$ cat src/rtl/dst_filt_pkg.sv
package dst_filt_pkg;
  localparam int MAC_W     = 48;
  localparam int GROUP_BIT = 40;
  localparam int CTRL_W    = 5;
  localparam int TBL_BASE  = 2;

  // control word, bit 0 at the bottom
  typedef struct packed {
    logic ucast;     // bit 4
    logic mcast;     // bit 3
    logic bcast;     // bit 2
    logic invert;    // bit 1
    logic table_en;  // bit 0
  } filt_ctrl_t;
endpackage

$ cat src/rtl/filt_cfg_regs.sv
module filt_cfg_regs
  import dst_filt_pkg::*;
#(
  parameter int ENTRIES = 16,
  parameter int REG_AW  = 6
) (
  input  logic                              clk,
  input  logic                              rst,
  input  logic                              wr_en,
  input  logic [REG_AW-1:0]                 wr_idx,
  input  logic [31:0]                       wr_data,
  output filt_ctrl_t                        ctrl,
  output logic [ENTRIES-1:0]                entry_en,
  output logic [ENTRIES-1:0][MAC_W-1:0]     entry_addr
);
  localparam int HI_W = 32;
  localparam int LO_W = MAC_W - HI_W;

  logic [HI_W-1:0] hi_q [ENTRIES];
  logic [LO_W-1:0] lo_q [ENTRIES];

  always_ff @(posedge clk) begin
    if (rst) begin
      ctrl     <= '0;
      entry_en <= '0;
    end else if (wr_en) begin
      if (wr_idx == REG_AW'(0)) ctrl     <= filt_ctrl_t'(wr_data[CTRL_W-1:0]);
      if (wr_idx == REG_AW'(1)) entry_en <= wr_data[ENTRIES-1:0];
    end
  end

  // table words carry no reset; entries are gated by entry_en
  always_ff @(posedge clk) begin
    for (int e = 0; e < ENTRIES; e++) begin
      if (wr_en && wr_idx == REG_AW'(TBL_BASE + 2*e))
        hi_q[e] <= wr_data;
      if (wr_en && wr_idx == REG_AW'(TBL_BASE + 2*e + 1))
        lo_q[e] <= wr_data[31 -: LO_W];
    end
  end

  for (genvar g = 0; g < ENTRIES; g++) begin : g_pack
    assign entry_addr[g] = {hi_q[g], lo_q[g]};
  end
endmodule

$ cat src/rtl/filt_cam_compare.sv
module filt_cam_compare
  import dst_filt_pkg::*;
#(
  parameter int ENTRIES = 16
) (
  input  logic [ENTRIES-1:0][MAC_W-1:0] entry_addr,
  input  logic [ENTRIES-1:0]            entry_en,
  input  logic [MAC_W-1:0]              probe,
  output logic [ENTRIES-1:0]            hit
);
  for (genvar g = 0; g < ENTRIES; g++) begin : g_cmp
    assign hit[g] = entry_en[g] && (entry_addr[g] == probe);
  end
endmodule

$ cat src/rtl/filt_first_hit.sv
module filt_first_hit #(
  parameter int ENTRIES = 16,
  parameter int IDX_W   = 4
) (
  input  logic [ENTRIES-1:0] hit,
  output logic               any,
  output logic [IDX_W-1:0]   idx
);
  always_comb begin
    any = 1'b0;
    idx = '1;
    for (int i = ENTRIES - 1; i >= 0; i--) begin
      if (hit[i]) begin
        any = 1'b1;
        idx = IDX_W'(i);
      end
    end
  end
endmodule

$ cat src/rtl/rx_dst_filter.sv
module rx_dst_filter
  import dst_filt_pkg::*;
#(
  parameter  int ENTRIES = 16,
  localparam int IDX_W   = $clog2(ENTRIES),
  localparam int REG_AW  = $clog2(TBL_BASE + 2*ENTRIES)
) (
  input  logic              clk,
  input  logic              rst,
  input  logic              cfg_wr_en,
  input  logic [REG_AW-1:0] cfg_wr_idx,
  input  logic [31:0]       cfg_wr_data,
  input  logic              addr_valid,
  input  logic [MAC_W-1:0]  dst_addr,
  output logic              dec_valid,
  output logic              dec_accept,
  output logic [IDX_W-1:0]  dec_index
);
  filt_ctrl_t                      ctrl;
  logic [ENTRIES-1:0]              entry_en;
  logic [ENTRIES-1:0][MAC_W-1:0]   entry_addr;
  logic [ENTRIES-1:0]              hit;
  logic                            any_hit;
  logic [IDX_W-1:0]                first_idx;

  filt_cfg_regs #(.ENTRIES(ENTRIES), .REG_AW(REG_AW)) u_cfg (
    .clk        (clk),
    .rst        (rst),
    .wr_en      (cfg_wr_en),
    .wr_idx     (cfg_wr_idx),
    .wr_data    (cfg_wr_data),
    .ctrl       (ctrl),
    .entry_en   (entry_en),
    .entry_addr (entry_addr)
  );

  filt_cam_compare #(.ENTRIES(ENTRIES)) u_cmp (
    .entry_addr (entry_addr),
    .entry_en   (entry_en),
    .probe      (dst_addr),
    .hit        (hit)
  );

  filt_first_hit #(.ENTRIES(ENTRIES), .IDX_W(IDX_W)) u_enc (
    .hit (hit),
    .any (any_hit),
    .idx (first_idx)
  );

  logic is_bcast, is_group, tbl_ok, cat_ok, accept_d;
  logic [IDX_W-1:0] idx_d;

  always_comb begin
    is_bcast = &dst_addr;
    is_group = dst_addr[GROUP_BIT];
    tbl_ok   = ctrl.table_en && (any_hit ^ ctrl.invert);
    cat_ok   = (ctrl.bcast && is_bcast) || (ctrl.mcast && is_group) ||
               (ctrl.ucast && !is_group);
    accept_d = tbl_ok || cat_ok;
    idx_d    = (ctrl.table_en && any_hit) ? first_idx : '1;
  end

  always_ff @(posedge clk) begin
    if (rst) begin
      dec_valid  <= 1'b0;
      dec_accept <= 1'b0;
      dec_index  <= '1;
    end else begin
      dec_valid <= addr_valid;
      if (addr_valid) begin
        dec_accept <= accept_d;
        dec_index  <= idx_d;
      end
    end
  end

  p_valid_follows_r10: assert property (@(posedge clk) disable iff (rst)
    addr_valid |=> dec_valid);
  p_valid_idle_r10: assert property (@(posedge clk) disable iff (rst)
    !addr_valid |=> !dec_valid);
  p_hold_r10: assert property (@(posedge clk) disable iff (rst)
    !addr_valid |=> ($stable(dec_accept) && $stable(dec_index)));
  p_disabled_no_hit_r4: assert property (@(posedge clk) disable iff (rst)
    (hit & ~entry_en) == '0);
  p_bcast_accept_r7: assert property (@(posedge clk) disable iff (rst)
    (addr_valid && ctrl.bcast && (&dst_addr)) |=> dec_accept);
  p_mcast_accept_r8: assert property (@(posedge clk) disable iff (rst)
    (addr_valid && ctrl.mcast && dst_addr[GROUP_BIT]) |=> dec_accept);
  p_ucast_accept_r9: assert property (@(posedge clk) disable iff (rst)
    (addr_valid && ctrl.ucast && !dst_addr[GROUP_BIT]) |=> dec_accept);
  p_table_off_idx_r5: assert property (@(posedge clk) disable iff (rst)
    (addr_valid && !ctrl.table_en) |=> (dec_index == '1));
  p_miss_reject_r3: assert property (@(posedge clk) disable iff (rst)
    (addr_valid && !ctrl.invert && hit == '0 && !ctrl.bcast &&
     !ctrl.mcast && !ctrl.ucast) |=> !dec_accept);
endmodule

$ cat config.mk
export PLATFORM = sky130hd
export DESIGN_NAME = rx_dst_filter
export DESIGN_NICKNAME = d
export VERILOG_FILES = /design/src/rtl/dst_filt_pkg.sv /design/src/rtl/filt_cfg_regs.sv /design/src/rtl/filt_cam_compare.sv /design/src/rtl/filt_first_hit.sv /design/src/rtl/rx_dst_filter.sv
export SDC_FILE = /design/constraint.sdc
export NUM_CORES = 1
export LEC_CHECK = 0
export BUFFER_PORTS_ARGS = -buffer_cell sky130_fd_sc_hd__clkbuf_2
export CORE_MARGIN = 5
export CORE_UTILIZATION = 53
export DETAILED_ROUTE_END_ITERATION = 16
export PLACE_DENSITY = 0.77
export SYNTH_ARGS = -nofsm -noshare
export SYNTH_HDL_FRONTEND = slang
export SYNTH_SLANG_ARGS = --single-unit
export TNS_END_PERCENT = 30
$ cat constraint.sdc
create_clock -name clk -period 4.8 [get_ports clk]
set_input_delay 0.24 -clock clk [delete_from_list [all_inputs] [get_ports clk]]
set_output_delay 0.24 -clock clk [all_outputs]
set_load 0.005 [all_outputs]
After elaboration in Yosys (flattened, before gate mapping)

Memories as Yosys holds them, arrays and structs flattened.
Cells that the tools add are included.

Reductions and logical operators: 91
Equal/unequal tests: 49
Mux-type cells: 186
Multipliers: 0
Bitwise operators: 1
Add/subtract/negate cells: 0
Shifts and indexed selects: 0
Magnitude comparators: 0
Div/mod/pow operators: 0

Operators with widths:

| operator             | number |
|---|---|
| $eq A48 B48 Y1       | 16 |
| $mux W32             | 15 |
| $reduce_or A32 Y1    | 15 |
| $mux W16             | 15 |
| $reduce_or A16 Y1    | 15 |
| $mux W4              | 39 |
| $mux W1              | 111 |
| $eq A6 B5 Y1 const B | 16 |
| $logic_and A1 B1 Y1  | 53 |
| $eq A6 B4 Y1 const B | 8 |
| $reduce_and A48 Y1   | 1 |
| $eq A6 B3 Y1 const B | 4 |
| $eq A6 B2 Y1 const B | 2 |
| $eq A6 B6 Y1 const B | 2 |
| $mux W3              | 4 |
| $eq A6 B1 Y1 const B | 1 |
| $logic_not A6 Y1     | 1 |
| $mux W2              | 2 |
| $reduce_and A2 Y1    | 2 |
| $logic_or A1 B1 Y1   | 3 |
| $logic_not A1 Y1     | 1 |
| $xor A1 B1 Y1        | 1 |

Memory bits (read-only): 0
Memory bits (writable): 768
Output and inout port bits: 6
Logic and storage cells: 338
Bits of input ports: 90
Register bits after elaboration: 27
Memories: 2
Latch bits: 0

Memory list:

| name       | words | width | read ports | clocked after memory_dff | write ports | line                | text |
|---|---|---|---|---|---|---|---|
| u_cfg.hi_q | 16    | 32    | 16         | 0                        | 1           | filt_cfg_regs.sv:19 | `logic [HI_W-1:0] hi_q [ENTRIES];` |
| u_cfg.lo_q | 16    | 16    | 16         | 0                        | 1           | filt_cfg_regs.sv:20 | `logic [LO_W-1:0] lo_q [ENTRIES];` |

Longest topological paths before layout

An unclocked memory read counts as a cell.

Depth in word-level cells: 22
Gate-level depth with buffers: 11
Mapped depth without buffers: 9

Modules after synthesis

Synthesis repeated with hierarchy kept, for this count alone.

Cell total of the unflattened synthesis: 2,158
Area, all modules: 34,368.0 um^2

Modules (own cells, without submodules):

| module           | times used | cells each | area an instance (um^2) | seq. area each (um^2) |
|---|---|---|---|---|
| filt_cfg_regs    | 1          | 909        | 24,245.8                | 23,482.5 |
| filt_cam_compare | 1          | 1,173      | 9,577.9                 | 0.0 |
| rx_dst_filter    | 1          | 49         | 375.4                   | 120.1 |
| filt_first_hit   | 1          | 27         | 168.9                   | 0.0 |

Worst setup path before layout

Ideal clock, no wire load.

Path type: input -> register
From: in cfg_wr_idx[1]
To: mem u_cfg.hi_q[7][0], in the netlist u_cfg.hi_q[0][224], enable pin
Buffers on the path: 1
Cell stages on the path: 3
Data arrival time: 3,829 ps
Setup time: 502 ps
Data required time: 4,298 ps
Slack: 470 ps
Cell sequence: or2_2 -> clkbuf_1 -> nor4_1

Cells in the longest elaborated chain, start to end: 20
Elaborated cells on any way between the ends: 109
Those cells by class: 16 x eq/ne; 62 x mux; 31 x reduce/logical

RTL lines:

| element                                                            | line                | text |
|---|---|---|
| start: declaration                                                 | rx_dst_filter.sv:11 | `input logic [REG_AW-1:0] cfg_wr_idx,` |
| $eq A6 B3 Y1                                                       | filt_cfg_regs.sv:35 | `if (wr_en && wr_idx == REG_AW'(TBL_BASE + 2*e))` |
| $logic_and A1 B1 Y1                                                | filt_cfg_regs.sv:35 |  |
| $mux W1                                                            | filt_cfg_regs.sv:35 |  |
| $mux W1 (not written as such)                                      | filt_cfg_regs.sv:36 | `hi_q[e] <= wr_data;` |
| $reduce_or A32 Y1 (no source line)                                 | -                   |  |
| $mux W4 (no source line) or $mux W1 (tied branches) (15 in series) | -                   |  |
| end: declaration                                                   | filt_cfg_regs.sv:19 |  |

Several ways; a longest one is shown, not always the timed one.

Worst setup path after layout

From: in dst_addr[12]
To: reg dec_index[0]

Cells in the longest elaborated chain, start to end: 20
Elaborated cells on any way between the ends: 65
Those cells by class: 16 x eq/ne; 32 x mux; 17 x reduce/logical

RTL lines:

| element                | line                   | text |
|---|---|---|
| start: declaration     | rx_dst_filter.sv:14    | `input logic [MAC_W-1:0] dst_addr,` |
| $eq A48 B48 Y1         | filt_cam_compare.sv:12 | `assign hit[g] = entry_en[g] && (entry_addr[g] == probe);` |
| $logic_and A1 B1 Y1    | filt_cam_compare.sv:12 |  |
| $mux W1 (16 in series) | filt_first_hit.sv:13   | `if (hit[i]) begin` |
| $logic_and A1 B1 Y1    | rx_dst_filter.sv:60    | `idx_d = (ctrl.table_en && any_hit) ? first_idx : '1;` |
| $mux W4 *              | rx_dst_filter.sv:60    |  |
| end signal: assignment | rx_dst_filter.sv:72    | `dec_index <= idx_d;` |
| end: declaration       | rx_dst_filter.sv:17    | `output logic [IDX_W-1:0] dec_index` |

Mark *: on every way between the ends. The rest lies on a longest branch, timed or not.
A chain may end at the register's enable or synchronous reset.

==> results.cfg <==
[outcome]
status = finished clean

[clock_tree]
clockBufferDepth = 3
cts_resized = 0
cts_setup_buffers = 0
insertion_delay_ns = 0.64
hold_buffers = 0
numClockSinks = 795
cts-root-buf = clkbuf_16
numCtsBuffers = 80
htreeDepth = 3
cts_tree = built
clk_pin_slew_ns = 0.06

[synth]
synthFlopType = edfxtp_1
ys_top_cells_by_count = edfxtp_1 (768), xor2_1 (417), xnor2_1 (243), nor4_1 (132)
yosys.area.top_type = edfxtp_1
synthMostInstantiatedCell = edfxtp_1
synth.avg_cell_area_um2 = 15.3
yosysSeqAreaShare = 0.699
synth_fp_nets = 2300
synthCells = 2210
synth_area_leaders = edfxtp_1 (68%), xor2_1 (11%), xnor2_1 (6.3%)
synth_area_um2 = 33800
async_flop_share = 0
yosysUniqueCellTypes = 53
synth_top_area_share = 0.683
ys_seq_elements = 795
synth-edff-count = 768
yosysWarnings = 0

[global_route]
grt_use_total = 0.343
grt_pass1_vias = 21169
grt_first_pass_wirelength_mm = 166
overflow = 0
antenna_found_initial = 6
grt_max_degree = 33

[timing]
fin_crit_sh = 0.716
fin_tns_setup_ns = 0
rsz0062_at_grt = false
finalHoldViolations = 0
skew_ns = 0.0264
slew_violations = 0
min_period_ns = 3.43
timing.fmax_mhz = 291
setup_viol = 0
worst_pin_slew_ns = 1.38
slew_headroom = 0.0796

[place]
portBuffers = 95
hpwlAfterDp_mm = 73.0
gp_congestion = 1.06

[job]
drv_cap = 0

[routing]
drt_first_pass_iters = 6
vias = 21770
routed_wl_mm = 121
routedWlPerCell_um = 36.9
vias_per_cell = 6.63
dr.first_iter.drc_count = 3812
ant_nets = 0
drc = 0

[finish]
nets = 2462
post-route-util = 0.604
layout-drive-gt1-share = 0.134
area_delta_synth_final_pct = 12.8
fillCellCount = 4724

[worst_setup_path]
worstSetupPathType = in2reg
critPathLaunchType = input port
cp_max_fo = 17
critPathCaptureType = flop
worstPathRequired_ns = 5.36
cp.arrival_ns = 4.00

[floorplan]
core-area_um2 = 63100
die_area_um2 = 68900
io_pins = 96
start_util = 0.536
row_count = 92
die_x_um = 262
die_h_um = 262

[power]
ir_drop_v = 0.000238
p_leak_uw = 0.0125
power_uw = 14900
power_density_nw_per_um2 = 391

[hold_path]
worstHoldPathType = in2reg
-- worst max-delay path: stages --
cell and delay (ns):
clkbuf_2 0.61, xor2_1 0.37, nor4_1 0.41, nand4_1 0.19
nor4_1 0.90, nand4_1 0.34, a211oi_2 0.28, o31ai_1 0.10
a2111oi_1 0.38, o21bai_1 0.16
-- path summary, 6_finish.rpt --
kind | start | end | slack [ns] | cells after the start
setup / recovery | dst_addr[12] | dec_index[0] | 1.37 | 10
hold / removal | addr_valid | dec_index[3] | 0.06 | 3
hold reg to reg | u_cfg.entry_en[9] | u_cfg.entry_en[9] | 0.46 | 2
setup reg to reg | u_cfg.hi_q[1][189] | dec_index[0] | 1.41 | 9
-- final cells by class --
class | instances | area [um^2] | share of cell area
clock buffer | 112 | 2290 | 0.0601
timing repair buffer | 188 | 1170 | 0.0308
multi-input combinational | 1255 | 9530 | 0.250
inverter | 52 | 198 | 0.00519
antenna | 1 | 2.50 | 0.0000657
tap | 846 | 1060 | 0.0278
sequential | 795 | 23600 | 0.619
clock inverter | 36 | 253 | 0.00663
-- metal layers --
metal	share of wire	wire [um]	up-vias	track usage
met2	0.44	52800	2034	0.517
met1	0.34	41100	10801	0.453
met3	0.15	18800	458	0.105
met4	0.070	8450	2	0.180
li1	-	-	8475	-
met5	0.000074	9	-	0
-- registers in the layout (all words and copies together) (netlist names) --
register,flops
u_cfg.ctrl,5
u_cfg.lo_q,256
u_cfg.entry_en,16
dec_index,4
dec_accept,1
dec_valid,1
u_cfg.hi_q,512
-- cells in the final DEF, fill, tap and decap left out, types with 7 or more instances in the layout --
| cell type | synthesis | routed |
|---|---|---|
| clkinv_1 | 0 | 16 |
| xor2_1 | 417 | 417 |
| nor2_2 | 0 | 8 |
| nor3_1 | 23 | 23 |
| dfxtp_1 | 27 | 27 |
| nor4_2 | 1 | 7 |
| o2bb2ai_1 | 8 | 8 |
| o22ai_1 | 14 | 14 |
| clkbuf_2 | 0 | 95 |
| nand3_1 | 24 | 24 |
| clkbuf_16 | 0 | 85 |
| nand2b_1 | 49 | 49 |
| o2111ai_1 | 17 | 17 |
| nor4_1 | 132 | 126 |
| nor2_4 | 0 | 7 |
| clkinv_2 | 0 | 12 |
| o221ai_1 | 11 | 11 |
| nand2_1 | 58 | 58 |
| clkbuf_1 | 13 | 21 |
| nor2b_1 | 27 | 27 |
| nand4_1 | 85 | 85 |
| a22o_1 | 8 | 8 |
| a21oi_1 | 19 | 19 |
| xnor2_1 | 243 | 243 |
| edfxtp_1 | 768 | 768 |
| inv_1 | 49 | 49 |
| nor2_1 | 51 | 36 |
| a2111oi_0 | 13 | 13 |
| buf_4 | 7 | 93 |
-- power by group --
group	internal, uW	switching [uW]
clock network	3490	2650
registers	7650	19.7
logic	261	810
-- through the flow --
stage                     hold WS, ns  cells  setup slack (ns)  instance area [um^2]
after global routing           0.0648   3284              1.25                 38100
after global placement          0.444   3136             0.941                 35600
after detailed placement        0.452   3136             0.955                 35600
final                          0.0552   3285              1.37                 38100
after floorplan                 0.339   2210             0.470                 33800
after CTS                      0.0313   3284              1.54                 38100
-- kinds of logic (layout without fill, tap and decap cells) --
logic type                Yosys count  count (layout)  synth area share
and+or+nand+nor                   466             466            0.0773
muxes                               6               6           0.00178
buffers and inverters             160             388            0.0224
AOI/OAI and AO/OA                 123             123            0.0286
other                               0               1                 0
xor gates and xnor gates          660             660             0.171
DFF                               795             795             0.699
(Power assumes the default switching activity.)
